File: config.mk
export PLATFORM = sky130hd
export DESIGN_NAME = li_decode_unit
export DESIGN_NICKNAME = d
export VERILOG_FILES = /design/src/rtl/li_pkg.sv /design/src/rtl/li_detect.sv /design/src/rtl/li_track.sv /design/src/rtl/li_rewrite.sv /design/src/rtl/li_decode_unit.sv
export SDC_FILE = /design/constraint.sdc
export NUM_CORES = 1
export LEC_CHECK = 0
export ABC_AREA = 1
export BUFFER_PORTS_ARGS = -buffer_cell sky130_fd_sc_hd__buf_2
export CORE_AREA = 2 2 79 74
export CTS_CLUSTER_SIZE = 28
export DETAILED_ROUTE_END_ITERATION = 10
export DIE_AREA = 0 0 81 76
export PLACE_DENSITY = 0.94
export SLEW_MARGIN = 40
export SYNTH_ARGS = -nofsm -noshare
export SYNTH_HDL_FRONTEND = slang
export SYNTH_SLANG_ARGS = --single-unit
File: constraint.sdc
create_clock -name clk_i -period 3.4 [get_ports clk_i]
set_input_delay 0.17 -clock clk_i [delete_from_list [all_inputs] [get_ports clk_i]]
set_output_delay 0.17 -clock clk_i [all_outputs]
set_load 0.05 [all_outputs]
File: src/rtl/li_pkg.sv
package li_pkg;
  localparam int unsigned XLEN  = 32;
  localparam int unsigned OPC_W = 6;
  localparam int unsigned REG_W = 5;
  localparam int unsigned AGE_W = 2;

  typedef enum logic [1:0] {
    FWD_NONE = 2'd0,
    FWD_MEM  = 2'd1,
    FWD_WB   = 2'd2
  } fwd_sel_e;
endpackage

File: src/rtl/li_detect.sv
module li_detect
  import li_pkg::*;
#(
  parameter int unsigned LI_BASE  = 56,
  parameter int unsigned LI_COUNT = 4,
  parameter int unsigned IMM_BASE = 8
) (
  input  logic             clk_i,
  input  logic             rst_ni,
  input  logic [OPC_W-1:0] opc_i,
  output logic             hit_o,
  output logic [OPC_W-1:0] imm_opc_o
);
  logic [LI_COUNT-1:0] hit_v;

  for (genvar k = 0; k < LI_COUNT; k++) begin : g_cmp
    assign hit_v[k] = (opc_i == OPC_W'(LI_BASE + k));
  end

  always_comb begin
    imm_opc_o = opc_i;
    for (int k = 0; k < LI_COUNT; k++) begin
      if (hit_v[k]) imm_opc_o = OPC_W'(IMM_BASE + k);
    end
  end

  assign hit_o = |hit_v;


  one_hit_chk: assert property (@(posedge clk_i) disable iff (!rst_ni)
    $onehot0(hit_v));
endmodule

File: src/rtl/li_track.sv
module li_track
  import li_pkg::*;
(
  input  logic             clk_i,
  input  logic             rst_ni,
  input  logic             upd_i,
  input  logic [REG_W-1:0] rd_i,
  input  logic             wb_en_i,
  input  logic [XLEN-1:0]  wb_data_i,
  output logic [REG_W-1:0] ld_o,
  output logic [AGE_W-1:0] age_o,
  output logic [XLEN-1:0]  ldv_o
);
  localparam logic [AGE_W-1:0] AGE_DONE = AGE_W'(2);

  logic [REG_W-1:0] ld_q;
  logic [AGE_W-1:0] age_q;
  logic [XLEN-1:0]  ldv_q;

  always_ff @(posedge clk_i or negedge rst_ni) begin
    if (!rst_ni) begin
      ld_q  <= '0;
      age_q <= AGE_DONE;
    end else if (upd_i) begin
      ld_q  <= rd_i;
      age_q <= '0;
    end else if (age_q != AGE_DONE) begin
      age_q <= age_q + 1'b1;
    end
  end

  // value register only clocks on ALU writeback
  always_ff @(posedge clk_i or negedge rst_ni) begin
    if (!rst_ni)      ldv_q <= '0;
    else if (wb_en_i) ldv_q <= wb_data_i;
  end

  assign ld_o  = ld_q;
  assign age_o = age_q;
  assign ldv_o = ldv_q;


  age_range_chk: assert property (@(posedge clk_i) disable iff (!rst_ni)
    age_q <= AGE_DONE);


  age_restart_chk: assert property (@(posedge clk_i) disable iff (!rst_ni)
    upd_i |=> age_q == '0);
endmodule

File: src/rtl/li_rewrite.sv
module li_rewrite
  import li_pkg::*;
#(
  parameter int unsigned J_OPC_A = 2,
  parameter int unsigned J_OPC_B = 3
) (
  input  logic [XLEN-1:0]  instr_i,
  input  logic             li_i,
  input  logic [OPC_W-1:0] imm_opc_i,
  input  logic [REG_W-1:0] ld_i,
  output logic [XLEN-1:0]  instr_o,
  output logic [XLEN-1:0]  imm_o
);
  localparam int unsigned LONG_W  = XLEN - OPC_W;
  localparam int unsigned SHORT_W = 16;

  logic [OPC_W-1:0] opc;
  logic             long_imm;

  assign opc      = instr_i[XLEN-1 -: OPC_W];
  assign long_imm = li_i || (opc == OPC_W'(J_OPC_A)) || (opc == OPC_W'(J_OPC_B));

  always_comb begin
    if (li_i) instr_o = {imm_opc_i, ld_i, ld_i, instr_i[SHORT_W-1:0]};
    else      instr_o = instr_i;
  end

  always_comb begin
    if (long_imm) imm_o = {{(XLEN-LONG_W){instr_i[LONG_W-1]}}, instr_i[LONG_W-1:0]};
    else          imm_o = {{(XLEN-SHORT_W){instr_i[SHORT_W-1]}}, instr_i[SHORT_W-1:0]};
  end
endmodule

File: src/rtl/li_decode_unit.sv
module li_decode_unit
  import li_pkg::*;
#(
  parameter int unsigned LI_BASE  = 56,
  parameter int unsigned LI_COUNT = 4,
  parameter int unsigned IMM_BASE = 8,
  parameter int unsigned IALU_LO  = 8,
  parameter int unsigned IALU_HI  = 15,
  parameter int unsigned J_OPC_A  = 2,
  parameter int unsigned J_OPC_B  = 3
) (
  input  logic        clk_i,
  input  logic        rst_ni,
  input  logic        id_valid_i,
  input  logic        id_stall_i,
  input  logic        id_squash_i,
  input  logic [31:0] id_instr_i,
  input  logic        wb_alu_i,
  input  logic [31:0] wb_data_i,
  output logic [31:0] instr_o,
  output logic [31:0] imm_o,
  output logic        is_li_o,
  output logic        hazard_req_o,
  output logic [1:0]  fwd_sel_o,
  output logic [4:0]  last_dest_o,
  output logic [31:0] last_val_o
);
  logic [OPC_W-1:0] opc;
  logic             r_alu, i_alu, leave_id, upd;
  logic [REG_W-1:0] rd;
  logic             li_hit, li_v;
  logic [OPC_W-1:0] imm_opc;
  logic [REG_W-1:0] ld;
  logic [AGE_W-1:0] age;
  fwd_sel_e         fwd;

  assign opc      = id_instr_i[31 -: OPC_W];
  assign r_alu    = (opc == '0);
  assign i_alu    = (opc >= OPC_W'(IALU_LO)) && (opc <= OPC_W'(IALU_HI));
  assign leave_id = id_valid_i && !id_stall_i && !id_squash_i;
  assign upd      = leave_id && (r_alu || i_alu);
  assign rd       = r_alu ? id_instr_i[15:11] : id_instr_i[20:16];

  li_detect #(
    .LI_BASE (LI_BASE),
    .LI_COUNT(LI_COUNT),
    .IMM_BASE(IMM_BASE)
  ) u_detect (
    .clk_i    (clk_i),
    .rst_ni   (rst_ni),
    .opc_i    (opc),
    .hit_o    (li_hit),
    .imm_opc_o(imm_opc)
  );

  li_track u_track (
    .clk_i    (clk_i),
    .rst_ni   (rst_ni),
    .upd_i    (upd),
    .rd_i     (rd),
    .wb_en_i  (wb_alu_i),
    .wb_data_i(wb_data_i),
    .ld_o     (ld),
    .age_o    (age),
    .ldv_o    (last_val_o)
  );

  li_rewrite #(
    .J_OPC_A(J_OPC_A),
    .J_OPC_B(J_OPC_B)
  ) u_rewrite (
    .instr_i  (id_instr_i),
    .li_i     (li_hit),
    .imm_opc_i(imm_opc),
    .ld_i     (ld),
    .instr_o  (instr_o),
    .imm_o    (imm_o)
  );

  assign li_v = li_hit && id_valid_i;

  // producer position relative to the rebuilt instruction entering EX
  always_comb begin
    fwd = FWD_NONE;
    if (li_v) begin
      case (age)
        AGE_W'(0): fwd = FWD_MEM;
        AGE_W'(1): fwd = FWD_WB;
        default:   fwd = FWD_NONE;
      endcase
    end
  end

  assign is_li_o      = li_v;
  assign fwd_sel_o    = fwd;
  assign hazard_req_o = (fwd != FWD_NONE);
  assign last_dest_o  = ld;


  rtype_load_chk: assert property (@(posedge clk_i) disable iff (!rst_ni)
    (leave_id && opc == '0) |=> last_dest_o == $past(id_instr_i[15:11]));


  ld_hold_chk: assert property (@(posedge clk_i) disable iff (!rst_ni)
    (!id_valid_i || id_stall_i || id_squash_i) |=> $stable(last_dest_o));


  li_fields_chk: assert property (@(posedge clk_i) disable iff (!rst_ni)
    is_li_o |-> (instr_o[25:21] == last_dest_o && instr_o[20:16] == last_dest_o));


  hz_only_li_chk: assert property (@(posedge clk_i) disable iff (!rst_ni)
    hazard_req_o |-> is_li_o);


  ldv_hold_chk: assert property (@(posedge clk_i) disable iff (!rst_ni)
    !wb_alu_i |=> $stable(last_val_o));


  ldv_load_chk: assert property (@(posedge clk_i) disable iff (!rst_ni)
    wb_alu_i |=> last_val_o == $past(wb_data_i));
endmodule

==> metrics.txt <==
Worst slew margin 0.547; Clock Power Share 0.214; post-CTS setup buffer count 0; min setup slack post-route 1.70 ns; static leakage 0.00157 uW; largest net degree at the start of global routing 40; via count 1902; Syn Nets 307; DP HPWL 4080 um; CTS root buf clkbuf_8; hold crit path type input pin to register; routed wire length slightly above 5000 um; CTS tree built; synth-to-layout area growth 25.4%; pre-CTS WS 1.71 ns; number of buffers created by CTS 5; clk_skew 0.0000504 ns; M2 GR Usage 0.291; DR vias/cell around 4.7; Yosys cell types 25; Net Sw Power 641 uW; commonest non-fill, non-tap cell in the layout buf_2; gpl congestion 0.850; Setup TNS 0 ns; Max Freq between 500 and 600 MHz; Arr. time, crit path 1.53 ns; GRT met1 Usage 0.199; R2R cell count 4; Ys Warns 0; vias in the first global route 1794; DRT iter0 DRCs 80; grt peak-use layer met2; flops & latches, synth 39; fin crit period 1.70 ns; Max Buffers Root-to-Sink 2; PD cells 538 nW/um^2; Die Span Y 76 um; Slew Limit Fails 0; Final Hold Viols 0; grt ovf 0; most frequent cells in the layout buf_2 (140), nand2_1 (73), dfrtp_1 (38); cell count after synthesis 234; Global Route Usage Sum 0.169; Worst R2R Start u_track.age_o[1]; Startpoint Class input pin; synthesized area about 2200 sq um; GR Util met3 0.0486; WL/cell approximately 12 um; crit share post-route 0.500; Port Buf Inserts 141; Core ar. ~5400 sq um; total power 1500 uW; VDD IR max 0.281 mV; antenna fix cells 0; area leader, netlist dfrtp_1; Worst R2R End u_track.age_o[1]; global-route wire length before repair 8260 um; critical path peak fanout 12; CP startpoint id_instr_i[29]; top cells by area, synth dfrtp_1 (43%), mux2_2 (15%), buf_4 (13%), nand2_1 (12%), ha_1 (1.7%); CP Capture Type primary output; floorplan row count 26; antenna violations before repair 0; unrepaired setup endpoints after global routing no; Pre-Repair DR Iteration Count 4; Post-layout nets 408; Flop pwr share 0.382; Least-Margin Pin Slew 0.679 ns; Setup violations, final 0; Seq/Total Area, Yosys 0.439; Required @ worst endpoint approximately 3.2 ns; H-tree depth 2; Max-Cap Viols 0; Routed Antenna Nets 0; Comb power frac 0.405; Die Width 81 um; drc violations 0; Synth top area share 0.427; critical path endpoint imm_o[29]; Worst Hold Slack 0.0984 ns; reg2reg setup slack 2.27 ns; synthesized area per cell 9.51 sq um; layout cell share with drive strength beyond 1 0.571; # clock sinks 39; initial cell density of the core 0.412; Net Sw Frac 0.427; Finished Cell Area 2790 sq um; IO Count about 180; clk slew on worst S/H paths ~0.070 ns; Post-Place Cell Area 2680 sq um; Int Pwr 861 uW; die area approximately 6200 sq um; status complete, no violations; crit path kind input pin to primary output; clk_lat worst skew around 0.28 ns
## synthesized netlist by cell type
cell,instances
a21oi_1,1
a21oi_4,1
buf_2,4
buf_4,38
buf_6,1
clkbuf_1,5
dfrtp_1,38
dfstp_2,1
ha_1,3
inv_1,10
inv_2,2
mux2_1,2
mux2_2,30
mux2i_1,1
nand2_1,73
nand2_2,3
nand2_4,1
nand3_2,1
nand3_4,1
nand4_1,5
nor2_1,8
nor2_2,1
nor2_4,2
o21ai_2,1
xor2_1,1
## logic make-up (layout without fill, tap and decap cells)
| group | after synthesis | after routing | share of synthesized area |
|---|---|---|---|
| AOI/OAI and AO/OA | 3 | 3 | 0.0135 |
| xor gates and xnor gates | 1 | 1 | 0.00394 |
| adders and majority gates | 3 | 3 | 0.0169 |
| buffers and inverters | 60 | 162 | 0.171 |
| DFF | 39 | 39 | 0.439 |
| muxes | 33 | 33 | 0.166 |
| and+or+nand+nor | 95 | 95 | 0.189 |
## per-layer routing
| layer | routed length, um | vias to the layer above |
|---|---|---|
| li1 | - | 900 |
| met1 | 1890 | 877 |
| met2 | 2600 | 110 |
| met3 | 482 | 15 |
| met4 | 66 | 0 |
| met5 | 0 | - |
## how the worst min path moves through the flow
stage / start / endpoint / slack (ns) / cells past startpoint
finish: wb_data_i[7] / u_track.ldv_o[7] / 0.1 / 2
global route: wb_data_i[7] / u_track.ldv_o[7] / 0.09 / 2
CTS: rst_ni / u_track.ldv_o[30] / 0.008 / 1
detailed placement: rst_ni / u_track.ldv_o[20] / 0.32 / 1
global placement: rst_ni / u_track.ldv_o[20] / 0.31 / 1
floorplan: rst_ni / u_track.age_o[0] / -0.13 / 0
## registers in the layout, summed over array words and instances, names as in the netlist
register	count
u_track.age_o	2
u_track.ld_o	5
u_track.ldv_o	32
## area by class of cell
type | count | area, sq um
Sequential cell | 39 | 977
Clock inverter | 1 | 8.76
Tap cell | 70 | 87.6
Multi-Input combinational cell | 135 | 868
Timing Repair Buffer | 142 | 718
Fill cell | 494 | 2610
Inverter | 12 | 45.0
Clock buffer | 7 | 86.3
## power groups by stage
stage	Combinational, uW	Clock [uW]	Sequential, uW
after floorplan	361	0	756
after global placement	598	0	577
after detailed placement	612	0	581
after CTS	613	335	573
after global routing	648	355	583
final	608	321	573
## per-stage QoR
stage,instances,util
finish,406,0.517
CTS,405,0.515
global route,406,0.517
global placement,397,0.497
floorplan,234,-
detailed placement,397,0.497
## critical path, stage by stage
cell	delay, ns
buf_2	0.13
inv_1	0.05
nor2_1	0.12
nand3_2	0.23
o21ai_2	0.26
inv_2	0.08
nand2_4	0.12
nand2_1	0.13
buf_2	0.24
## what timing repair did
item | 4_1_cts | 5_1_grt
hold buffers | 0 | 1
resized for setup | 0 | 0
hold endpoints to repair | 0 | 38
endpoints found under the setup margin | 0 | 0
No activity file was read; power rests on OpenSTA's default activity.
